===== config.mk =====
export PLATFORM = sky130hd
export DESIGN_NAME = sram_async_ctrl
export DESIGN_NICKNAME = d
export VERILOG_FILES = /design/src/rtl/sac_pkg.sv /design/src/rtl/sac_cycle_timer.sv /design/src/rtl/sac_seq.sv /design/src/rtl/sac_pin_drv.sv /design/src/rtl/sram_async_ctrl.sv
export SDC_FILE = /design/constraint.sdc
export NUM_CORES = 1
export LEC_CHECK = 0
export BUFFER_PORTS_ARGS = -buffer_cell sky130_fd_sc_hd__buf_2
export CAP_MARGIN = 15
export CORE_MARGIN = 1
export CORE_UTILIZATION = 54
export CTS_BUF_LIST = sky130_fd_sc_hd__clkbuf_4
export DETAILED_ROUTE_END_ITERATION = 10
export PLACE_DENSITY = 0.87
export SETUP_SLACK_MARGIN = 0.1
export SLEW_MARGIN = 5
export SYNTH_ARGS = -nofsm -noshare
export SYNTH_HDL_FRONTEND = slang
export SYNTH_HIERARCHICAL = 1
export SYNTH_SLANG_ARGS = --single-unit

===== constraint.sdc =====
create_clock -name clk -period 2.97 [get_ports clk]
set_clock_uncertainty 0.05 [all_clocks]
set_input_delay 0.297 -clock clk [delete_from_list [all_inputs] [get_ports clk]]
set_output_delay 0.297 -clock clk [all_outputs]
set_load 0.01 [all_outputs]

===== src/rtl/sac_pkg.sv =====
package sac_pkg;

   typedef enum logic [1:0] {
      SAC_IDLE   = 2'd0,
      SAC_READ   = 2'd1,
      SAC_WPULSE = 2'd2,
      SAC_WHOLD  = 2'd3
   } sac_state_e;

   // round a nanosecond limit up to whole clock periods
   function automatic int ns2cyc(input int ns, input int clk_ns);
      return (ns + clk_ns - 1) / clk_ns;
   endfunction

   function automatic int imax(input int a, input int b);
      return (a > b) ? a : b;
   endfunction

endpackage


===== src/rtl/sac_cycle_timer.sv =====
module sac_cycle_timer #(
   parameter int W = 4
) (
   input  logic         clk,
   input  logic         rst_n,
   input  logic         load,
   input  logic [W-1:0] load_val,
   input  logic         dec,
   output logic         zero
);

   logic [W-1:0] cnt_q;

   always_ff @(posedge clk or negedge rst_n) begin
      if (!rst_n) begin
         cnt_q <= '0;
      end else if (load) begin
         cnt_q <= load_val;
      end else if (dec && (cnt_q != '0)) begin
         cnt_q <= cnt_q - 1'b1;
      end
   end

   assign zero = (cnt_q == '0);

endmodule


===== src/rtl/sac_seq.sv =====
module sac_seq
   import sac_pkg::*;
#(
   parameter int CNT_W   = 3,
   parameter int FLT_W   = 2,
   parameter int RD_CYC  = 6,
   parameter int WP_CYC  = 6,
   parameter int FLT_CYC = 3
) (
   input  logic             clk,
   input  logic             rst_n,
   input  logic             req_valid,
   input  logic             req_write,
   input  logic             acc_zero,
   input  logic             flt_zero,
   output logic             req_ready,
   output logic             acc_load,
   output logic [CNT_W-1:0] acc_val,
   output logic             acc_dec,
   output logic             flt_load,
   output logic [FLT_W-1:0] flt_val,
   output logic             start_rd,
   output logic             start_wr,
   output logic             end_rd,
   output logic             end_wp,
   output logic             end_hold
);

   localparam logic [CNT_W-1:0] RD_LOAD  = CNT_W'(RD_CYC - 1);
   localparam logic [CNT_W-1:0] WP_LOAD  = CNT_W'(WP_CYC - 1);
   localparam logic [FLT_W-1:0] FLT_LOAD = FLT_W'(FLT_CYC - 1);

   sac_state_e state_q, state_d;
   logic       fire;

   // writes wait for the read turnaround, reads never do
   assign req_ready = (state_q == SAC_IDLE) && (!req_write || flt_zero);
   assign fire      = req_valid && req_ready;
   assign flt_val   = FLT_LOAD;

   always_comb begin
      state_d  = state_q;
      acc_load = 1'b0;
      acc_val  = RD_LOAD;
      acc_dec  = 1'b0;
      flt_load = 1'b0;
      start_rd = 1'b0;
      start_wr = 1'b0;
      end_rd   = 1'b0;
      end_wp   = 1'b0;
      end_hold = 1'b0;
      unique case (state_q)
         SAC_IDLE: begin
            if (fire) begin
               acc_load = 1'b1;
               if (req_write) begin
                  acc_val  = WP_LOAD;
                  start_wr = 1'b1;
                  state_d  = SAC_WPULSE;
               end else begin
                  acc_val  = RD_LOAD;
                  start_rd = 1'b1;
                  state_d  = SAC_READ;
               end
            end
         end
         SAC_READ: begin
            if (acc_zero) begin
               end_rd   = 1'b1;
               flt_load = 1'b1;
               state_d  = SAC_IDLE;
            end else begin
               acc_dec = 1'b1;
            end
         end
         SAC_WPULSE: begin
            if (acc_zero) begin
               end_wp  = 1'b1;
               state_d = SAC_WHOLD;
            end else begin
               acc_dec = 1'b1;
            end
         end
         SAC_WHOLD: begin
            end_hold = 1'b1;
            state_d  = SAC_IDLE;
         end
         default: state_d = SAC_IDLE;
      endcase
   end

   always_ff @(posedge clk or negedge rst_n) begin
      if (!rst_n) state_q <= SAC_IDLE;
      else        state_q <= state_d;
   end

endmodule


===== src/rtl/sac_pin_drv.sv =====
module sac_pin_drv #(
   parameter int ADDR_W = 21,
   parameter int DATA_W = 8
) (
   input  logic              clk,
   input  logic              rst_n,
   input  logic              start_rd,
   input  logic              start_wr,
   input  logic              end_rd,
   input  logic              end_wp,
   input  logic              end_hold,
   input  logic [ADDR_W-1:0] addr_in,
   input  logic [DATA_W-1:0] wdata_in,
   input  logic [DATA_W-1:0] bus_in,
   output logic [ADDR_W-1:0] pin_addr,
   output logic              pin_sel,
   output logic              pin_wstb_n,
   output logic              pin_rden_n,
   output logic [DATA_W-1:0] pin_wdata,
   output logic              pin_drive,
   output logic [DATA_W-1:0] cap_data,
   output logic              cap_valid
);

   always_ff @(posedge clk or negedge rst_n) begin
      if (!rst_n) begin
         pin_addr   <= '0;
         pin_sel    <= 1'b0;
         pin_wstb_n <= 1'b1;
         pin_rden_n <= 1'b1;
         pin_wdata  <= '0;
         pin_drive  <= 1'b0;
         cap_data   <= '0;
         cap_valid  <= 1'b0;
      end else begin
         cap_valid <= 1'b0;
         if (start_rd) begin
            pin_addr   <= addr_in;
            pin_sel    <= 1'b1;
            pin_rden_n <= 1'b0;
         end
         if (start_wr) begin
            pin_addr   <= addr_in;
            pin_wdata  <= wdata_in;
            pin_sel    <= 1'b1;
            pin_wstb_n <= 1'b0;
            pin_drive  <= 1'b1;
         end
         if (end_rd) begin
            // sampled while the read enable is still low
            cap_data   <= bus_in;
            cap_valid  <= 1'b1;
            pin_rden_n <= 1'b1;
            pin_sel    <= 1'b0;
         end
         if (end_wp) begin
            pin_wstb_n <= 1'b1;
         end
         if (end_hold) begin
            pin_drive <= 1'b0;
            pin_sel   <= 1'b0;
         end
      end
   end

endmodule


===== src/rtl/sram_async_ctrl.sv =====
module sram_async_ctrl
   import sac_pkg::*;
#(
   parameter int ADDR_W    = 21,
   parameter int DATA_W    = 8,
   parameter int CLK_NS    = 10,
   parameter int T_ACC_NS  = 55,
   parameter int T_OEV_NS  = 30,
   parameter int T_OFLT_NS = 25,
   parameter int T_DFLT_NS = 30,
   parameter int T_WP_NS   = 55,
   parameter int T_DS_NS   = 55
) (
   input  logic              clk,
   input  logic              rst_n,
   input  logic              req_valid,
   output logic              req_ready,
   input  logic              req_write,
   input  logic [ADDR_W-1:0] req_addr,
   input  logic [DATA_W-1:0] req_wdata,
   output logic              rsp_valid,
   output logic [DATA_W-1:0] rsp_rdata,
   output logic [ADDR_W-1:0] mem_addr,
   output logic              mem_csel_n,
   output logic              mem_csel,
   output logic              mem_wstb_n,
   output logic              mem_rden_n,
   output logic [DATA_W-1:0] mem_wdata,
   output logic              mem_drive,
   input  logic [DATA_W-1:0] mem_rdata
);

   localparam int RD_CYC  = imax(1, imax(ns2cyc(T_ACC_NS, CLK_NS), ns2cyc(T_OEV_NS, CLK_NS)));
   localparam int WP_CYC  = imax(1, ns2cyc(imax(T_WP_NS, T_DS_NS), CLK_NS));
   localparam int FLT_CYC = imax(1, ns2cyc(imax(T_OFLT_NS, T_DFLT_NS), CLK_NS));
   localparam int CNT_W   = $clog2(imax(RD_CYC, WP_CYC) + 1);
   localparam int FLT_W   = $clog2(FLT_CYC + 1);

   if (CLK_NS < 1) begin : g_bad_clk
      $error("sram_async_ctrl: CLK_NS must be positive");
   end
   if ((ADDR_W < 1) || (DATA_W < 1)) begin : g_bad_width
      $error("sram_async_ctrl: widths must be positive");
   end
   if ((T_ACC_NS < 0) || (T_OEV_NS < 0) || (T_OFLT_NS < 0) || (T_DFLT_NS < 0) ||
       (T_WP_NS < 0) || (T_DS_NS < 0)) begin : g_bad_time
      $error("sram_async_ctrl: timing limits must not be negative");
   end

   logic             acc_load, acc_dec, acc_zero;
   logic [CNT_W-1:0] acc_val;
   logic             flt_load, flt_zero;
   logic [FLT_W-1:0] flt_val;
   logic             start_rd, start_wr, end_rd, end_wp, end_hold;
   logic             sel;

   sac_seq #(
      .CNT_W   (CNT_W),
      .FLT_W   (FLT_W),
      .RD_CYC  (RD_CYC),
      .WP_CYC  (WP_CYC),
      .FLT_CYC (FLT_CYC)
   ) i_seq (
      .clk       (clk),
      .rst_n     (rst_n),
      .req_valid (req_valid),
      .req_write (req_write),
      .acc_zero  (acc_zero),
      .flt_zero  (flt_zero),
      .req_ready (req_ready),
      .acc_load  (acc_load),
      .acc_val   (acc_val),
      .acc_dec   (acc_dec),
      .flt_load  (flt_load),
      .flt_val   (flt_val),
      .start_rd  (start_rd),
      .start_wr  (start_wr),
      .end_rd    (end_rd),
      .end_wp    (end_wp),
      .end_hold  (end_hold)
   );

   sac_cycle_timer #(.W(CNT_W)) i_acc_timer (
      .clk      (clk),
      .rst_n    (rst_n),
      .load     (acc_load),
      .load_val (acc_val),
      .dec      (acc_dec),
      .zero     (acc_zero)
   );

   // a single-cycle float window is already covered by the idle cycle
   if (FLT_CYC > 1) begin : g_flt_timer
      sac_cycle_timer #(.W(FLT_W)) i_flt_timer (
         .clk      (clk),
         .rst_n    (rst_n),
         .load     (flt_load),
         .load_val (flt_val),
         .dec      (1'b1),
         .zero     (flt_zero)
      );
   end else begin : g_flt_none
      logic unused_flt;
      assign unused_flt = flt_load ^ (^flt_val);
      assign flt_zero   = 1'b1;
   end

   sac_pin_drv #(
      .ADDR_W (ADDR_W),
      .DATA_W (DATA_W)
   ) i_pins (
      .clk        (clk),
      .rst_n      (rst_n),
      .start_rd   (start_rd),
      .start_wr   (start_wr),
      .end_rd     (end_rd),
      .end_wp     (end_wp),
      .end_hold   (end_hold),
      .addr_in    (req_addr),
      .wdata_in   (req_wdata),
      .bus_in     (mem_rdata),
      .pin_addr   (mem_addr),
      .pin_sel    (sel),
      .pin_wstb_n (mem_wstb_n),
      .pin_rden_n (mem_rden_n),
      .pin_wdata  (mem_wdata),
      .pin_drive  (mem_drive),
      .cap_data   (rsp_rdata),
      .cap_valid  (rsp_valid)
   );

   assign mem_csel_n = ~sel;
   assign mem_csel   = sel;

endmodule


==> flow_metrics.py <==
metrics = {
    "critical_path": {
        "r2r-end": "i_pins/pin_addr[20]",
        "crit_type": "reg2reg",
        "r2r_slack_ns": 0.60,
        "reg2reg_from": "g_flt_timer.i_flt_timer/cnt_q[0]",
        "crit_top_cell": "buf_4",
        "cp-start-kind": "register",
        "cp_data_required_time_ns": 3.19,
        "cpPeakStageDelay_ns": 0.39,
        "end_kind": "register",
        "slowest_stage": "dfrtp_1",
        "path_cells": "inv_1 > ha_1 > nor2b_4 > nor2_1 > buf_4 > and2_2 > nor2_2 > buf_4 > mux2_2",
        "worst-path-max-fanout": 21,
        "r2r_cells": 9,
        "worstPathArrival_ns": 2.59,
    },
    "pwr": {
        "clkPwrFrac": 0.104,
        "power.density_nw_per_um2": 1060,
        "ir_worst_vdd_mv": 0.494,
        "intPower_mw": 1.89,
        "swShare": 0.355,
        "p_comb_frac": 0.490,
        "total_power_mw": 2.94,
        "pwr-share-seq": 0.406,
        "p_leak_nw": 1.47,
        "power_switching_mw": 1.04,
    },
    "layout": {
        "nFillCells": 299,
        "drive_above_1_share": 0.570,
        "nNetsFinal": 298,
        "diodes": 0,
        "final_util": 0.693,
        "area_delta_synth_final_pct": 22.9,
    },
    "sta": {
        "holdWs_ns": 0.101,
        "hold_viol": 0,
        "timing.final.ws_setup_ns": 0.600,
        "tightest_slew_ns": 0.651,
        "rsz0062_at_grt": "false",
        "finalCritPeriodShare": 0.798,
        "finalSetupTns_ns": 0,
        "maxClockFrequency_mhz": 422,
        "maxSlewHeadroom": 0.566,
        "period_minus_slack_ns": 2.37,
        "setup-violations-final": 0,
        "slew_violations": 0,
    },
    "yosys": {
        "yosysMostFrequentCell": "dfrtp_1",
        "syn_area_um2": 2250,
        "ys_types": 30,
        "syn_inst": 161,
        "async_flop_share": 1.00,
        "synthFlopType": "dfrtp_1",
        "yosysTopAreaCell": "dfrtp_1",
        "postSynthAreaPerCell_um2": 14.0,
        "yosysWarnings": 6,
        "synth_seq_cells": 49,
        "synth_commonest_cells": "47 x dfrtp_1, 20 x mux2_4, 19 x mux2_2",
        "netlist.area_leader.share": 0.522,
        "synth_edf_count": 0,
        "yosysSeqAreaShare": 0.545,
        "ys_top_cells_by_area": "dfrtp_1 52%, mux2_4 13%, mux2_2 9.5%",
    },
    "drt": {
        "wl_met1_um": 1890,
        "wire_per_inst_um": 14.3,
        "drt_pass1_iterations": 5,
        "vias": 1493,
        "dr_wl_met2_um": 2030,
        "route.met3.wl_um": 299,
        "vias_per_cell": 4.96,
        "drc_errors": 0,
        "drt_iter0_drc": 66,
        "routed.top_layer": "met4",
        "drt_wl_total_um": 4300,
        "postRouteAntennaNets": 0,
    },
    "global_route": {
        "grt_max_degree": 50,
        "antenna_found_initial": 0,
        "gr-total-overflow": 0,
        "grt_pass1_vias": 1385,
        "grt_pass1_wl_um": 6120,
        "track_usage": 0.194,
    },
    "min_path": {
        "hold_path_class": "in2reg",
        "hold_depth": 2,
        "min_to": "i_pins/cap_data[1]",
        "min-delay-start": "mem_rdata[1]",
    },
    "clock_tree": {
        "cts_root_buffer": "clkbuf_4",
        "cts_buffers": 5,
        "h-tree-depth": 2,
        "cts.sinks": 49,
        "clk_path_buf_depth": 2,
        "tritoncts": "yes",
        "worst_skew_pair.late_latency_ns": 0.36,
        "cts.clk_slew.worst_paths_ns": 0.14,
    },
    "die": {
        "die_y_um": 66.6,
        "fp.dieW_um": 66.6,
        "rows": 23,
        "die_area_um2": 4440,
        "boundaryPins": 85,
        "initial_utilization": 0.564,
        "core_um2": 4000,
    },
    "place": {
        "io_buffers": 84,
        "pre_cts_ws_ns": 0.601,
        "gp_congestion": 0.823,
        "dpl.hpwl_um": 3110,
    },
    "outcome": {
        "outcome": "complete, no violations",
    },
    "job": {
        "cap_violations": 0,
    },
}
==> flip-flops by register name (all words and copies together) (netlist names), 2 cells and up <==
name and cells:
g_flt_timer.i_flt_timer/cnt_q 2, i_acc_timer/cnt_q 3, i_pins/cap_data 8, i_pins/pin_addr 21, i_pins/pin_wdata 8, i_seq/state_q 2
==> stage by stage <==
stage	cell area (um2)	cells
6_report	2770	301
2_1_floorplan	2270	166
3_5_place_dp	2680	291
4_1_cts	2740	299
3_3_place_gp	2680	291
5_1_grt	2770	301
==> cell families (layout without fill, tap and decap cells) <==
family	count (synthesis)	in the layout	share of synthesized area
other	3	8	0.00499
and+or+nand+nor	32	32	0.0882
buffers and inverters	22	107	0.0577
DFF	49	49	0.545
muxes	39	39	0.228
AOI/OAI and AO/OA	9	9	0.0372
adders and majority gates	7	7	0.0388
==> power by group through the flow <==
stage               Combinational (mW)  Sequential (mW)  Clock, mW
floorplan                        0.847             1.33          0
global placement                  1.41             1.18          0
detailed placement                1.44             1.21          0
CTS                               1.45             1.19      0.328
global route                      1.57             1.23      0.346
finish                            1.44             1.19      0.305
==> layout make-up <==
cell class              count  area (um2)  area share
repair buffers             88         465       0.168
multi-input cells          95         915       0.330
flip-flops and latches     49        1230       0.443
inverters                  11        41.3      0.0149
well taps                  50        62.6      0.0226
clock buffers               5        37.5      0.0135
clock inverters             3        21.3     0.00767
==> repair_timing <==
item | in CTS | in global routing
buffers inserted | 0 | 0
endpoints found under the hold margin | 0 | 19
hold buffers | 0 | 1
gates resized for setup | 0 | 0
==> worst max-delay path: cells and delay by family (launching register included) <==
kind                       cells  cell delay, ns
buffers and inverters          3            0.56
DFF                            1            0.39
muxes                          1            0.38
adders and majority gates      1            0.26
and+or+nand+nor                4            0.63
==> metal layers <==
| metal | track usage | up-vias |
|---|---|---|
| met1 | 0.228 | 720 |
| met2 | 0.323 | 57 |
| met4 | 0.0878 | 0 |
| met3 | 0.0599 | 7 |
| met5 | 0 | - |
| li1 | - | 709 |
==> placed cells by master (no fill, tap or decap), types with 3 or more instances in the layout <==
master    count
nor4b_1       3
ha_1          7
inv_1        11
mux2_2       19
nor2_1        6
dfrtp_1      47
conb_1        8
buf_2        84
nand2_1       6
nor2b_1       4
clkbuf_4      5
mux2_4       20
a221o_1       3
==> worst max path at each step <==
| stage | startpoint | endpoint | slack, ns |
|---|---|---|---|
| 2_1_floorplan | g_flt_timer.i_flt_timer/cnt_q[0] | i_pins/pin_addr[0] | 1.13 |
| 3_3_place_gp | g_flt_timer.i_flt_timer/cnt_q[0] | i_pins/pin_addr[20] | 0.70 |
| 3_5_place_dp | g_flt_timer.i_flt_timer/cnt_q[0] | i_pins/pin_addr[20] | 0.60 |
| 4_1_cts | g_flt_timer.i_flt_timer/cnt_q[0] | i_pins/pin_addr[20] | 0.59 |
| 5_1_grt | g_flt_timer.i_flt_timer/cnt_q[0] | i_pins/pin_addr[20] | 0.48 |
| 6_report | g_flt_timer.i_flt_timer/cnt_q[0] | i_pins/pin_addr[20] | 0.60 |
(Power assumes the default switching activity.)
